[src/rtl/mbs_pkg.sv]
package mbs_pkg;
   typedef enum logic [2:0] {
      ST_IDLE = 3'd0,
      ST_T1   = 3'd1,
      ST_T2   = 3'd2,
      ST_T3   = 3'd3,
      ST_TW   = 3'd4,
      ST_T4   = 3'd5
   } bus_state_e;

   localparam int unsigned LANE_W = 8;
endpackage

[src/rtl/mbs_req_hold.sv]
module mbs_req_hold #(
   parameter int unsigned ADDR_W = 20,
   parameter int unsigned DATA_W = 16
) (
   input  logic              clk,
   input  logic              rst_n,
   input  logic              load,
   input  logic              in_write,
   input  logic              in_word,
   input  logic [ADDR_W-1:0] in_addr,
   input  logic [DATA_W-1:0] in_wdata,
   output logic              h_write,
   output logic              h_word,
   output logic [ADDR_W-1:0] h_addr,
   output logic [DATA_W-1:0] h_wdata
);
   always_ff @(posedge clk or negedge rst_n) begin
      if (!rst_n) begin
         h_write <= 1'b0;
         h_word  <= 1'b0;
         h_addr  <= '0;
         h_wdata <= '0;
      end else if (load) begin
         h_write <= in_write;
         h_word  <= in_word;
         h_addr  <= in_addr;
         h_wdata <= in_wdata;
      end
   end
endmodule

[src/rtl/mbs_state_seq.sv]
module mbs_state_seq
   import mbs_pkg::*;
(
   input  logic       clk,
   input  logic       rst_n,
   input  logic       req_valid,
   input  logic       split,
   input  logic       ready,
   output bus_state_e state,
   output logic       load,
   output logic       phase_hi,
   output logic       last_cycle
);
   bus_state_e nxt;

   assign load       = req_valid && (state == ST_IDLE);
   assign last_cycle = !split || phase_hi;

   always_comb begin
      nxt = state;
      unique case (state)
         ST_IDLE: if (req_valid) nxt = ST_T1;
         ST_T1:   nxt = ST_T2;
         ST_T2:   nxt = ST_T3;
         ST_T3:   nxt = ready ? ST_T4 : ST_TW;
         ST_TW:   nxt = ready ? ST_T4 : ST_TW;
         ST_T4:   nxt = last_cycle ? ST_IDLE : ST_T1;
         default: nxt = ST_IDLE;
      endcase
   end

   always_ff @(posedge clk or negedge rst_n) begin
      if (!rst_n) begin
         state    <= ST_IDLE;
         phase_hi <= 1'b0;
      end else begin
         state <= nxt;
         if (load)
            phase_hi <= 1'b0;
         else if (state == ST_T4 && !last_cycle)
            phase_hi <= 1'b1;
      end
   end

   // fixed ordering of the leading states
   a_r1_t1_then_t2: assert property (@(posedge clk) disable iff (!rst_n)
      (state == ST_T1) |=> (state == ST_T2));
   a_r1_t2_then_t3: assert property (@(posedge clk) disable iff (!rst_n)
      (state == ST_T2) |=> (state == ST_T3));
   // low ready in T3/TW adds exactly one wait clock
   a_r5_wait_on_low: assert property (@(posedge clk) disable iff (!rst_n)
      ((state == ST_T3 || state == ST_TW) && !ready) |=> (state == ST_TW));
   a_r5_t4_on_high: assert property (@(posedge clk) disable iff (!rst_n)
      ((state == ST_T3 || state == ST_TW) && ready) |=> (state == ST_T4));
   // split word resumes straight into T1 of its second half
   a_r7_split_resume: assert property (@(posedge clk) disable iff (!rst_n)
      (state == ST_T4 && !last_cycle) |=> (state == ST_T1 && phase_hi));
endmodule

[src/rtl/mbs_lane_steer.sv]
module mbs_lane_steer
   import mbs_pkg::*;
#(
   parameter int unsigned ADDR_W = 20,
   parameter int unsigned DATA_W = 16
) (
   input  logic              h_word,
   input  logic [ADDR_W-1:0] h_addr,
   input  logic [DATA_W-1:0] h_wdata,
   input  logic              phase_hi,
   output logic [ADDR_W-1:0] cyc_addr,
   output logic              full_word,
   output logic [DATA_W/LANE_W-1:0] lane_en,
   output logic [DATA_W-1:0] wr_lanes
);
   localparam int unsigned NUM_LANES = DATA_W / LANE_W;

   logic [LANE_W-1:0] moved_byte;

   assign full_word  = h_word && !h_addr[0];
   assign cyc_addr   = h_addr + ADDR_W'(phase_hi);
   assign moved_byte = phase_hi ? h_wdata[DATA_W-1 -: LANE_W] : h_wdata[LANE_W-1:0];

   for (genvar g = 0; g < NUM_LANES; g++) begin : g_lane
      assign lane_en[g] = full_word || (cyc_addr[0] == 1'(g));
      assign wr_lanes[g*LANE_W +: LANE_W] =
         full_word  ? h_wdata[g*LANE_W +: LANE_W] :
         lane_en[g] ? moved_byte : '0;
   end

   // a byte cycle enables exactly one lane
   always_comb begin
      a_r6_one_lane_for_byte: assert (full_word || $countones(lane_en) == 1);
   end
endmodule

[src/rtl/mbs_read_capture.sv]
module mbs_read_capture
   import mbs_pkg::*;
#(
   parameter int unsigned DATA_W = 16
) (
   input  logic              clk,
   input  logic              rst_n,
   input  logic              capture,
   input  logic              full_word,
   input  logic              odd_lane,
   input  logic              phase_hi,
   input  logic [DATA_W-1:0] bus_i,
   output logic [DATA_W-1:0] rdata
);
   logic [LANE_W-1:0] lane_byte;

   assign lane_byte = odd_lane ? bus_i[DATA_W-1 -: LANE_W] : bus_i[LANE_W-1:0];

   always_ff @(posedge clk or negedge rst_n) begin
      if (!rst_n) begin
         rdata <= '0;
      end else if (capture) begin
         if (full_word)
            rdata <= bus_i;
         else if (phase_hi)
            rdata[DATA_W-1 -: LANE_W] <= lane_byte;
         else
            rdata <= {{(DATA_W-LANE_W){1'b0}}, lane_byte};
      end
   end

   // the second half of a split word leaves the first byte intact
   a_r7_keep_low_byte: assert property (@(posedge clk) disable iff (!rst_n)
      (capture && phase_hi && !full_word) |=> (rdata[LANE_W-1:0] == $past(rdata[LANE_W-1:0])));
endmodule

[src/rtl/mux_bus_sequencer.sv]
module mux_bus_sequencer
   import mbs_pkg::*;
#(
   parameter int unsigned ADDR_W = 20,
   parameter int unsigned DATA_W = 16
) (
   input  logic              clk,
   input  logic              rst_n,
   input  logic              req_valid,
   input  logic              req_write,
   input  logic              req_word,
   input  logic [ADDR_W-1:0] req_addr,
   input  logic [DATA_W-1:0] req_wdata,
   output logic              req_ack,
   output logic [DATA_W-1:0] rsp_rdata,
   output logic [ADDR_W-1:0] bus_ad_o,
   output logic              bus_oe,
   input  logic [DATA_W-1:0] bus_ad_i,
   output logic              addr_strobe,
   output logic              hi_lane_n,
   output logic              rx_dir,
   output logic              rd_n,
   output logic              wr_n,
   input  logic              ready
);
   localparam int unsigned NUM_LANES = DATA_W / LANE_W;
   localparam int unsigned PAD_W     = ADDR_W - DATA_W;

   if (DATA_W != 16) begin : g_bad_data_w
      $error("mux_bus_sequencer: DATA_W must be 16 (two byte lanes)");
   end
   if (ADDR_W <= DATA_W) begin : g_bad_addr_w
      $error("mux_bus_sequencer: ADDR_W must exceed DATA_W");
   end

   bus_state_e               state;
   logic                     load, phase_hi, last_cycle;
   logic                     h_write, h_word;
   logic [ADDR_W-1:0]        h_addr, cyc_addr;
   logic [DATA_W-1:0]        h_wdata, wr_lanes;
   logic                     full_word;
   logic [NUM_LANES-1:0]     lane_en;
   logic                     data_phase, strobe_phase, capture;

   mbs_req_hold #(.ADDR_W(ADDR_W), .DATA_W(DATA_W)) u_hold (
      .clk(clk), .rst_n(rst_n), .load(load),
      .in_write(req_write), .in_word(req_word), .in_addr(req_addr), .in_wdata(req_wdata),
      .h_write(h_write), .h_word(h_word), .h_addr(h_addr), .h_wdata(h_wdata)
   );

   mbs_state_seq u_seq (
      .clk(clk), .rst_n(rst_n), .req_valid(req_valid),
      .split(h_word && h_addr[0]), .ready(ready),
      .state(state), .load(load), .phase_hi(phase_hi), .last_cycle(last_cycle)
   );

   mbs_lane_steer #(.ADDR_W(ADDR_W), .DATA_W(DATA_W)) u_steer (
      .h_word(h_word), .h_addr(h_addr), .h_wdata(h_wdata), .phase_hi(phase_hi),
      .cyc_addr(cyc_addr), .full_word(full_word), .lane_en(lane_en), .wr_lanes(wr_lanes)
   );

   assign strobe_phase = (state == ST_T2) || (state == ST_T3) || (state == ST_TW);
   assign data_phase   = strobe_phase || (state == ST_T4);
   assign capture      = (state == ST_T3 || state == ST_TW) && ready && !h_write;

   mbs_read_capture #(.DATA_W(DATA_W)) u_cap (
      .clk(clk), .rst_n(rst_n), .capture(capture), .full_word(full_word),
      .odd_lane(cyc_addr[0]), .phase_hi(phase_hi), .bus_i(bus_ad_i), .rdata(rsp_rdata)
   );

   assign addr_strobe = (state == ST_T1);
   assign bus_oe      = (state == ST_T1) || (data_phase && h_write);
   assign rx_dir      = data_phase && !h_write;
   assign rd_n        = !(strobe_phase && !h_write);
   assign wr_n        = !(strobe_phase && h_write);
   assign hi_lane_n   = (state == ST_IDLE) ? 1'b1 : !lane_en[NUM_LANES-1];
   assign req_ack     = (state == ST_T4) && last_cycle;

   always_comb begin
      if (state == ST_T1)
         bus_ad_o = cyc_addr;
      else if (data_phase && h_write)
         bus_ad_o = {{PAD_W{1'b0}}, wr_lanes};
      else
         bus_ad_o = '0;
   end

   // the latch strobe is a single-clock pulse
   a_r2_strobe_pulse: assert property (@(posedge clk) disable iff (!rst_n)
      addr_strobe |=> !addr_strobe);
   // pins are never driven while the bus faces the core
   a_r3_no_drive_on_read: assert property (@(posedge clk) disable iff (!rst_n)
      rx_dir |-> !bus_oe);
   // read and write strobes are exclusive
   a_r4_strobes_exclusive: assert property (@(posedge clk) disable iff (!rst_n)
      !(!rd_n && !wr_n));
   // completion is a one-clock pulse
   a_r1_ack_pulse: assert property (@(posedge clk) disable iff (!rst_n)
      req_ack |=> !req_ack);
   // the address strobe follows an idle clock or a finished first half
   a_r2_strobe_after_gap: assert property (@(posedge clk) disable iff (!rst_n)
      $rose(addr_strobe) |-> ($past(state) == ST_IDLE || $past(state) == ST_T4));
endmodule

[config.mk]
export PLATFORM = sky130hd
export DESIGN_NAME = mux_bus_sequencer
export DESIGN_NICKNAME = d
export VERILOG_FILES = /design/src/rtl/mbs_pkg.sv /design/src/rtl/mbs_req_hold.sv /design/src/rtl/mbs_state_seq.sv /design/src/rtl/mbs_lane_steer.sv /design/src/rtl/mbs_read_capture.sv /design/src/rtl/mux_bus_sequencer.sv
export SDC_FILE = /design/constraint.sdc
export NUM_CORES = 1
export LEC_CHECK = 0
export ABC_AREA = 1
export CAP_MARGIN = 10
export CORE_MARGIN = 4
export CORE_UTILIZATION = 33
export DETAILED_ROUTE_END_ITERATION = 12
export PLACE_DENSITY = 0.62
export SLEW_MARGIN = 10
export SYNTH_ARGS = -nofsm -noshare
export SYNTH_HDL_FRONTEND = slang
export SYNTH_SLANG_ARGS = --single-unit
[constraint.sdc]
create_clock -name clk -period 2 [get_ports clk]
set_input_delay 0.2 -clock clk [delete_from_list [all_inputs] [get_ports clk]]
set_output_delay 0.2 -clock clk [all_outputs]
set_load 0.1 [all_outputs]
==> results of run 1 <==
routing by layer:
layer / wire length (um) / global-route usage (%) / up-vias
met5: 0 / 0 / -
met4: 227 / 8.267 / 0
met3: 584 / 3.611 / 14
met2: 6634 / 35.23 / 118
met1: 5318 / 27.14 / 1815
li1: - / - / 1947
worst min-delay path by stage:
stage	start	end	slack, ns	cells past startpoint
after global placement	rst_n	u_hold.h_addr[18]$_DFFE_PN0P_	0.07	1
after CTS	rst_n	u_hold.h_addr[17]$_DFFE_PN0P_	0.24	2
after global routing	rst_n	u_hold.h_addr[3]$_DFFE_PN0P_	0.25	2
after detailed placement	rst_n	u_hold.h_addr[17]$_DFFE_PN0P_	0.07	1
after floorplan	rst_n	u_cap.rdata[0]$_DFFE_PN0P_	-0.1	0
final	rst_n	u_hold.h_addr[19]$_DFFE_PN0P_	0.24	2
sequential cells by signal, indices dropped and copies added (netlist names):
signal,flops
u_hold.h_wdata,16
u_hold.h_write,1
u_seq.phase_hi,1
u_cap.rdata,16
u_hold.h_addr,20
u_seq.state,3
u_hold.h_word,1
what timing repair did:
| item | 4_1_cts | 5_1_grt |
|---|---|---|
| cloned | 1 | 0 |
| setup buffers | 19 | 16 |
| hold endpoints to repair | 8 | 0 |
| gates resized for setup | 68 | 61 |
| endpoints found under the setup margin | 21 | 23 |
| pin swaps | 29 | 25 |
| hold buffers | 1 | 0 |
through the flow:
stage	instances	utilization [%]	setup WS, ns
4_1_cts	789	55.31	-0.1497
2_1_floorplan	516	-	-0.2138
3_3_place_gp	753	49.81	0.1047
6_report	805	58.69	-0.2572
5_1_grt	805	58.69	-0.3131
3_5_place_dp	753	49.81	0.06804
cell usage in the layout (no fill, tap or decap), drive strengths merged, types with 5 or more instances in the layout:
| cell | synthesis | routed |
|---|---|---|
| nor2 | 75 | 75 |
| clkdlybuf4s50 | 0 | 56 |
| clkinvlp | 0 | 5 |
| o21ai | 44 | 44 |
| clkbuf | 6 | 11 |
| buf | 9 | 95 |
| inv | 49 | 47 |
| dfrtp | 58 | 58 |
| nand3 | 31 | 31 |
| nand4 | 6 | 6 |
| a21oi | 42 | 42 |
| nand2 | 184 | 184 |
cells by family after synthesis:
family                   Yosys count  synth area share [%]
AND/OR/NAND/NOR                  297                 35.17
AO/OA/AOI/OAI                     92                 13.92
buffers and inverters             65                 7.614
flip-flops                        58                 42.06
XOR/XNOR                           2                0.5077
adder cells (fa/ha/maj)            2                0.7250
area by class of cell:
cell class | instances | area, um2
Clock buffer | 11 | 151.4
Clock inverter | 4 | 75.07
Fill cell | 923 | 4245
Inverter | 50 | 212.7
Multi-Input combinational cell | 393 | 2270
Sequential cell | 58 | 1458
Tap cell | 136 | 170.2
Timing Repair Buffer | 152 | 1688
Timing Repair inverter | 1 | 7.507
==> metrics, run 1 <==
status complete, but fails checks; violated checks setup timing; Antenna Cells 0; dpl hpwl 8.899 mm; reg2reg setup slack ~0.16 ns; Final Hold Vio Count 0; Crit path required time about 1.8 ns; Synth top cells by count nand2_1, nor2_1, dfrtp_1, inv_1, a21oi_1; Final min period 2.257 ns; Crit Path Category reg -> out; Core ar. 10280 um2; H-Tree Depth 3; IO Pins 101; skew final 0.01330 ns; Syn Inst Count 516; critical path buffer and inverter count 3; global route total overflow 0; Post-synth EDFFs 0; Placed Area 5119 um2; worst setup margin -0.2572 ns; HP Class in -> async; layout cell share with drive strength beyond 1 33.93%; post-synthesis cell type count 27; max-cap violations 0; Starting Density 33.58%; Fin Hold WS 0.2437 ns; async set-reset flop share out of synthesis 100.0%; fin area 6032 um2; CTS tree built; Routed Antenna Nets 0; CP endpoint bus_ad_o[11]; DRC Markers 0; Iter 0 DRT Violations about 320; Via Count 3894; FF-to-FF Start u_seq.phase_hi$_DFFE_PN0P_; Synthesis Warnings 0; Tot GR Track Use 21.07%; first-pass GRT wire length 19.58 mm; Sum Neg Setup Slack -3.196 ns; Clock Pin Slew Worst Setup and Hold Paths approximately 0.070 ns; final WL 12.76 mm; Fmax 0.4430 GHz; Buffers on Ports 100; CP Cell Sequence ha_4, clkinvlp_4, nor2_4, inv_2, o21ai_1, nand2_1, nand2_4, buf_12; crit-path max cell delay 0.44 ns; Vias/cell a little under 5; worst setup path startpoint u_seq.phase_hi$_DFFE_PN0P_; Seq cells post-synth 58; delay-heaviest family, CP flip-flops; Critical Path End Type output pin; period utilisation layout 112.9%; Root Buffer Master clkbuf_8; Layout area overhead 74.80%; die width 110.3 um; final net count 725; routability cong. approximately 0.87; worst slew pin tran just over 0.6 ns; Relative slew margins 58.31%; Critical Path Fanout Max 6; cell count of the worst reg-to-reg path 7; Avg WL per Cell around 16 um; slowest CP cell dfrtp_2; Yosys top cell area share 42.06%; die footprint 12160 um2; syn_nets 576; largest net degree at the start of global routing 51; CTS Buf Count 9; ranking of synthesized cells by area dfrtp_1, nand2_1, nor2_1; cell type with the largest total area after synthesis dfrtp_1; num rows 37; cell depth of the worst setup path 8; top-count cell post-synth nand2_1; clock sinks 58; vias in the first global route 3796; CP Launch Type flip-flop; clock buffer depth 2; initial antenna violation count 0; 1st-pass router iterations 4; RSZ-0062 raised after global routing yes; synthesized area per cell 6.688 um2; fin. max-slew vios 0; die boundary height 110.3 um; commonest register cell after synthesis dfrtp_1; Critical Path AT 2.06 ns; synthesized area 3451 um2; Clock Latency Late Sink 0.35 ns; sequential cell area fraction in the yosys report between 40% and 50%; R2R Path End u_cap.rdata[14]$_DFFE_PN0P_; # setup viols final 19
Power of run 1 is not shown: default switching activity piles up to over one toggle a cycle in this logic, so the estimate is an artifact.
==> run 2, diff against run 1 <==
CAP_MARGIN = unset   (was 10)
CTS_CLUSTER_DIAMETER = 120   (was unset)
==> results of run 2 <==
The final DEF is identical to that of run 1; final timing and power are the same.
Power of run 2 is left out for the same reason.
==> run 3, diff against run 2 <==
CORE_UTILIZATION = 48   (was 33)
PLACE_DENSITY = 0.89   (was 0.62)
==> metrics, run 3 (synthesis gave the netlist of run 1 again) <==
status complete, but fails checks; Starting Density approximately half; Root Buffer Master clkbuf_8; Iter 0 DRT Violations 614; DRC Markers 0; Routed Antenna Nets 0; Final min period 2.198 ns; period utilisation layout 109.9%; die width around 93 um; dpl hpwl 8.735 mm; worst setup path startpoint u_hold.h_word$_DFFE_PN0P_; Avg WL per Cell 20.59 um; CP Launch Type flip-flop; routability cong. 0.9329; Clock Latency Late Sink 0.35 ns; commonest non-fill, non-tap cell in the layout nand2_1; reg2reg setup slack roughly 0.12 ns; CTS tree built; num rows 30; Core ar. 6907 um2; Top Registers u_hold.h_addr (20), u_cap.rdata (16), u_hold.h_wdata (16); die boundary height just over 90 um; violated checks setup timing; worst setup margin -0.1984 ns; R2R Path End u_cap.rdata[7]$_DFFE_PN0P_; max reg flops 20; largest net degree at the start of global routing 38; clock buffer depth 2; 1st-pass router iterations 8; Critical Path End Type output pin; Tot GR Track Use 31.58%; Vias/cell 6.151; Fmax 0.4549 GHz; IO Pins 101; first-pass GRT wire length 21.20 mm; Clock Pin Slew Worst Setup and Hold Paths 0.08 ns; fin. max-slew vios 0; Antenna Cells 0; max-cap violations 0; # setup viols final 19; initial antenna violation count 0; Critical Path Fanout Max 4; clock sinks between 50 and 60; worst slew pin tran between 0.4 and 0.5 ns; CP endpoint bus_ad_o[12]; most frequent cells in the layout nand2_1, clkdlybuf4s50_1, nor2_1; H-Tree Depth 3; Relative slew margins between 60 and 70%; Sequential cell area 1459 um2; Via Count around 4700; final net count just over 700; global route total overflow 0; die footprint about 8600 um2; final WL 15.56 mm; cell count of the worst reg-to-reg path 10; CTS Buf Count 9; Crit Path Category reg -> out; Final Hold Vio Count 0; Crit path required time 1.80 ns; FF-to-FF Start u_hold.h_addr[0]$_DFFE_PN0P_; Critical Path AT approximately 2 ns; HP Class in -> async; multi-input logic area 2256 um2; RSZ-0062 raised after global routing yes; Buffers on Ports 100; Final Core Density 85.33%; vias in the first global route 4314; Layout area overhead 70.78%; largest register by flop count u_hold.h_addr; Fill cells 350; layout cell share with drive strength beyond 1 32.12%; skew final 0.01005 ns
## run 3: area by class of cell
class                      instances  share of cell area [%]
multi-input combinational        393                   38.28
timing repair buffer             145                   28.03
sequential                        58                   24.76
inverter                          50                   3.652
clock buffer                      11                   2.569
tap                               96                   2.038
clock inverter                     3                  0.6794
## run 3: repair_timing
| action | 4_1_cts | 5_1_grt |
|---|---|---|
| buffers inserted | 13 | 12 |
| resized for setup | 67 | 59 |
| endpoints found under the setup margin | 21 | 21 |
| cloned | 1 | 0 |
| pin swaps | 13 | 20 |
| hold buffers | 1 | 0 |
| endpoints found under the hold margin | 15 | 0 |
## run 3: worst min-delay path by stage
| stage | start | end | slack (ns) | cells after the start |
|---|---|---|---|---|
| 2_1_floorplan | rst_n | u_cap.rdata[0]$_DFFE_PN0P_ | -0.1 | 0 |
| 3_5_place_dp | rst_n | u_hold.h_addr[18]$_DFFE_PN0P_ | 0.17 | 1 |
| 3_3_place_gp | rst_n | u_hold.h_addr[18]$_DFFE_PN0P_ | 0.16 | 1 |
| 6_report | rst_n | u_hold.h_addr[11]$_DFFE_PN0P_ | 0.33 | 2 |
| 4_1_cts | rst_n | u_hold.h_addr[14]$_DFFE_PN0P_ | 0.34 | 2 |
| 5_1_grt | rst_n | u_hold.h_wdata[0]$_DFFE_PN0P_ | 0.37 | 2 |
## run 3: through the flow
step           setup slack, ns  instances  TNS (ns)  hold slack, ns  cell area (um2)
6_report               -0.1984        756    -2.344          0.3323             5893
5_1_grt                -0.2366        756    -3.008          0.3693             5893
4_1_cts               -0.07450        744   -0.6571          0.3428             5605
3_5_place_dp           0.09140        715         0          0.1660             5071
3_3_place_gp            0.1602        715         0          0.1618             5071
2_1_floorplan          -0.2138        516   -0.2411        -0.09559             3636
## run 3: layer usage
layer / global-route usage (%) / wire, um
met3: 6.418 / 1468
met4: 20.02 / 1231
met5: 0 / 0
met1: 34.63 / 5331
met2: 55.25 / 7534
## run 3: worst max-delay path, stage by stage (launching register included)
cell	delay [ns]
dfrtp_2	0.45
inv_1	0.15
nor2_4	0.07
buf_4	0.14
nor2_4	0.11
buf_4	0.14
nand2_1	0.07
o21ai_2	0.08
nand2_1	0.12
nand2_2	0.12
buf_12	0.18
Power of run 3 is left out for the same reason.
